<file path="config.mk">
export PLATFORM = sky130hd
export DESIGN_NAME = prio_vec_intc
export DESIGN_NICKNAME = d
export VERILOG_FILES = /design/src/rtl/prio_vec_intc.sv
export SDC_FILE = /design/constraint.sdc
export NUM_CORES = 2
export LEC_CHECK = 0
export BUFFER_PORTS_ARGS = -buffer_cell sky130_fd_sc_hd__buf_2
export CAP_MARGIN = 10
export CORE_MARGIN = 1.5
export CORE_UTILIZATION = 40
export DETAILED_ROUTE_END_ITERATION = 7
export MAX_ROUTING_LAYER = met4
export PLACE_DENSITY = 0.67
export SYNTH_ARGS = -nofsm -noshare
export SYNTH_HDL_FRONTEND = slang
export SYNTH_SLANG_ARGS = --single-unit
export TNS_END_PERCENT = 100
</file>
<file path="constraint.sdc">
create_clock -name clk -period 91.8 [get_ports clk]
set_input_delay 9.18 -clock clk [delete_from_list [all_inputs] [get_ports clk]]
set_output_delay 9.18 -clock clk [all_outputs]
set_load 0.05 [all_outputs]
</file>
<file path="src/rtl/prio_vec_intc.sv">
module prio_vec_intc #(
  parameter int AW   = 8,
  parameter int NSRC = 64
) (
  input  logic            clk,
  input  logic            rst_n,
  input  logic [NSRC-1:0] src_i,
  input  logic            wr_en_i,
  input  logic [AW-1:0]   addr_i,
  input  logic [31:0]     wdata_i,
  output logic [31:0]     rdata_o,
  output logic            irq_o,
  output logic            fiq_o
);
  localparam int NBANK = NSRC / 32;
  localparam int NPRI  = NSRC / 8;
  localparam int IDXW  = $clog2(NSRC);

  logic [NSRC-1:0] src_q, pend, en, fiq_rt, rise, clr_f, clr_n, clear, cand;
  logic [2:0]      prio [NSRC];
  logic [1:0]      ctl;
  logic [31:0]     base, entry;
  logic [IDXW-1:0] best_i;
  logic [3:0]      best_p;
  logic            found;

  assign rise = src_i & ~src_q;

  for (genvar b = 0; b < NBANK; b++) begin : g_bank
    assign clr_f[b*32 +: 32] = (wr_en_i && addr_i == AW'(4*b))     ? wdata_i : '0;
    assign clr_n[b*32 +: 32] = (wr_en_i && addr_i == AW'(8 + 4*b)) ? wdata_i : '0;
  end

  for (genvar i = 0; i < NSRC; i++) begin : g_rt
    assign fiq_rt[i] = prio[i] < 3'd2;
  end

  assign clear = (clr_f & fiq_rt) | (clr_n & ~fiq_rt);
  assign cand  = pend & en & ~fiq_rt;
  assign irq_o = |cand;
  assign fiq_o = |(pend & en & fiq_rt);

  always_ff @(posedge clk) begin
    if (!rst_n) begin
      src_q <= '0;
      pend  <= '0;
      en    <= '0;
      ctl   <= '0;
      base  <= '0;
      for (int i = 0; i < NSRC; i++) prio[i] <= 3'd7;
    end else begin
      src_q <= src_i;
      pend  <= (pend & ~clear) | rise;
      if (wr_en_i) begin
        for (int b = 0; b < NBANK; b++)
          if (addr_i == AW'(8'h18 + 4*b)) en[b*32 +: 32] <= wdata_i;
        if (addr_i == AW'(8'h20)) ctl <= wdata_i[1:0];
        if (addr_i == AW'(8'h24)) base <= wdata_i;
        for (int r = 0; r < NPRI; r++)
          if (addr_i == AW'(8'h30 + 4*r))
            for (int k = 0; k < 8; k++) prio[8*r+k] <= wdata_i[4*k +: 3];
      end
    end
  end

  always_comb begin
    best_p = 4'd8;
    best_i = '0;
    found  = 1'b0;
    for (int i = 0; i < NSRC; i++)
      if (cand[i] && {1'b0, prio[i]} < best_p) begin
        best_p = {1'b0, prio[i]};
        best_i = IDXW'(i);
        found  = 1'b1;
      end
  end

  assign entry = base + (found ? ((32'(best_i) + 32'd1) << 2) : 32'd0);

  always_comb begin
    rdata_o = '0;
    for (int b = 0; b < NBANK; b++) begin
      if (addr_i == AW'(4*b))         rdata_o = pend[b*32 +: 32] & fiq_rt[b*32 +: 32];
      if (addr_i == AW'(8 + 4*b))     rdata_o = pend[b*32 +: 32] & ~fiq_rt[b*32 +: 32];
      if (addr_i == AW'(8'h18 + 4*b)) rdata_o = en[b*32 +: 32];
    end
    if (addr_i == AW'(8'h14)) rdata_o = entry;
    if (addr_i == AW'(8'h20)) rdata_o = {30'd0, ctl};
    if (addr_i == AW'(8'h24)) rdata_o = base;
    for (int r = 0; r < NPRI; r++)
      if (addr_i == AW'(8'h30 + 4*r))
        for (int k = 0; k < 8; k++) rdata_o[4*k +: 4] = {1'b0, prio[8*r+k]};
  end
endmodule

</file>
==> results.ini <==
[status]
status=complete, but fails checks
violations=DRC

[placement]
preCtsSetupSlack_ns=-2.21
gp_congestion=1.09
hpwl_um=109000
io_buffers=140

[global_routing]
grt_pass1_vias=30500
use_met1=0.464
globalRouteMet2Util=0.527
track_usage=0.366
grt_max_degree=93
grt_pass1_wl_um=205000
grt.busiest_layer=met2
antenna_found_initial=3
use_met3=0.0801
overflow=0

[timing]
worst_pin_slew_ns=1.36
setup_viol=0
whs_ns=0.481
layout_setup_ws_ns=3.45
max_freq_mhz=11.3
skew_ns=0.0203
max_slew_margin=0.0897
hold_viol=0
slew_viol_final=0
finalCritPeriodShare=0.962
min_period_ns=88.35

[critical_path]
reg2reg_to=pend[46]$_SDFF_PN0_
crit_family=compound AO/OA/AOI/OAI gates
path_max_fanout=8
cp_data_arrival_time_ns=79.17
reg2reg_slack_ns=89.89
crit_path_max_incr_delay_ns=0.53
rr_worst_depth=5
cp_slowest_cell=or4b_4
rr_startpoint=prio[0][139]$_DFFE_PP_
required_ns=82.62
worstSetupEndpointType=output port
startpoint_type=register
path_buf_inv=51
path_common_cell=ha_1
critPathKind=reg2out

[logic_synthesis]
synthesis.nets=4051
yosysWarnings=0
synth_cells=3865
syn-cell-area_um2=30700
synth.distinct_cells=119
synth-seq-cells=418
async_flop_share=0
synth.area.top_cells=edfxtp_1, dfxtp_1, nand2_1, a21oi_1, nor2_1
seq_area_frac_synth=0.335
synth_area_leader_cell=edfxtp_1
synth_top_area_share=0.188
avgSynthCellArea_um2=7.94
synth_edf_count=192
synth_ff_type=dfxtp_1

[clocking]
cts_hold_buf=0
htreeDepth=2
cts_root_buffer=clkbuf_16
clk_latency_ns=0.63
clock_path_buffers=3
cts_tree=done
clk_pin_slew_worst_paths_ns=0.07
clock_sinks=418
cts_made_buffers=48

[finish]
layout.nets=4494
fin_util=0.503
synthToLayoutAreaGrowth_pct=24.5
drive_gt1_frac=0.227

[floorplanning]
die_w_um=280
dieArea_um2=78400
initial_core_util=0.404
die_height_um=280
rows=101
io_pins=141
core_um2=75900

[power]
p_leak_nw=14.8
peakVddDrop_mv=0.0136
p_per_area_nw_per_um2=12.4

[detailed_routing]
wire_per_inst_um=27.2
wl_um=147000
vias_per_cell=6.34
drc=15
drtAntennaViolNets=0
dr.pass1.iters=8
dr_total_vias=34100
drtIter0Drc=5055

[min_path]
hold_depth=2
min_to=base[1]$_SDFFE_PN0P_
hp-start=base[1]$_SDFFE_PN0P_
holdCritPathClass=reg2reg

[run]
maxCapViolCount=0

synthesized netlist by cell type (13+ instances only):
library cell / instances
a211o_1: 17
o221ai_1: 19
a222oi_1: 19
o21bai_1: 14
nor4_1: 15
edfxtp_1: 192
o21ai_0: 214
nand3_1: 214
nor3_1: 74
and2_1: 100
a21oi_1: 242
nand2_1: 551
o211a_1: 14
dfxtp_1: 226
nor2b_1: 167
o31ai_1: 25
ha_1: 78
a211oi_1: 31
clkbuf_1: 123
mux2i_1: 53
or3_1: 18
buf_2: 17
nand4_1: 38
a21boi_0: 108
o211ai_1: 88
a22oi_1: 60
buf_4: 22
inv_1: 182
nor2_1: 301
o21a_1: 27
o21ai_1: 22
a21o_1: 68
a31oi_1: 38
or2_2: 19
mux2_2: 13
and3_1: 48
a221o_1: 19
a221oi_1: 36
maj3_1: 17
nand2b_1: 79
final cells by class:
| class | instances | area [um^2] |
|---|---|---|
| well taps | 1030 | 1290 |
| diodes | 3 | 7.51 |
| flip-flops and latches | 418 | 10300 |
| clock inverters | 31 | 297 |
| multi-input cells | 3090 | 20300 |
| fillers | 7376 | 37700 |
| clock buffers | 59 | 1340 |
| inverters | 182 | 683 |
| repair buffers | 568 | 4040 |
layout by cell type (no fill, tap or decap), types with 35 or more instances in the layout:
master,instances
a21boi_0,106
mux2i_1,39
a21o_1,65
o21ai_0,183
a31oi_1,35
clkbuf_16,50
and2_1,88
nor3_1,70
a22oi_1,59
inv_1,175
edfxtp_1,192
nand2b_1,76
a21oi_1,212
and3_1,37
buf_2,131
nand3_1,207
nand2_1,528
nand4_1,38
o211ai_1,88
ha_1,50
buf_4,427
nor2_1,273
dfxtp_1,224
nor2b_1,167
kinds of logic after synthesis:
group                    Yosys count  synth area share
adder cells (fa/ha/maj)           97            0.0384
AND/OR/NAND/NOR                 1669             0.262
flip-flops                       418             0.335
multiplexers                      73            0.0254
buffers and inverters            357            0.0473
XOR/XNOR                          14           0.00400
AO/OA/AOI/OAI                   1237             0.288
metrics by stage:
| stage | setup TNS, ns | total power, mW | area, um^2 | std cells |
|---|---|---|---|---|
| floorplan | 0 | 0.241 | 30700 | 3865 |
| global placement | -5.73 | 0.267 | 34300 | 5155 |
| detailed placement | -23.56 | 0.268 | 34300 | 5155 |
| CTS | 0 | 0.468 | 36200 | 5260 |
| global route | -3.45 | 0.484 | 38200 | 5380 |
| finish | 0 | 0.475 | 38200 | 5381 |
power by group:
group          switching (mW)  internal, mW  total [mW]  leakage, nW
clock network          0.0914         0.114       0.205        0.806
registers              0.0216         0.205       0.226         3.78
logic                  0.0281        0.0158      0.0439         10.2
sequential cells by signal, summed over array words and instances, names as in the netlist:
name   flops
base      32
prio     192
src_q     64
pend      64
en        64
ctl        2
routing by layer:
| metal | vias up | part of all wire |
|---|---|---|
| li1 | 15200 | - |
| met1 | 16300 | 0.38 |
| met2 | 2144 | 0.42 |
| met3 | 566 | 0.12 |
| met4 | 0 | 0.078 |
| met5 | - | 0 |
worst max-delay path by stage:
| stage | from | end | slack, ns | cells past startpoint |
|---|---|---|---|---|
| detailed placement | prio[0][2]$_SDFFCE_PN1P_ | rdata_o[30] | -2.21 | 459 |
| global route | prio[0][2]$_SDFFCE_PN1P_ | rdata_o[29] | -0.84 | 480 |
| global placement | prio[0][2]$_SDFFCE_PN1P_ | rdata_o[29] | -1.15 | 459 |
| finish | prio[0][2]$_SDFFCE_PN1P_ | rdata_o[30] | 3.45 | 477 |
| floorplan | pend[0]$_SDFF_PN0_ | rdata_o[29] | 5.39 | 462 |
| CTS | prio[0][5]$_SDFFCE_PN1P_ | rdata_o[30] | 0.01 | 465 |
worst reg2reg max path, stage by stage, from the launching register on:
cell and delay (ns):
edfxtp_1 0.67, nor2_1 0.60, nor2_1 0.10, o21ai_0 0.26, a21oi_1 0.11, nor2b_1 0.12
repair_timing:
item                                    CTS  global route
endpoints found under the hold margin     0             0
pin swaps                                 7           118
endpoints found under the setup margin   28            30
gates cloned                              0             0
setup buffers                            15           117
gates resized for setup                  52           267
Power figures use the tool's default switching activity.
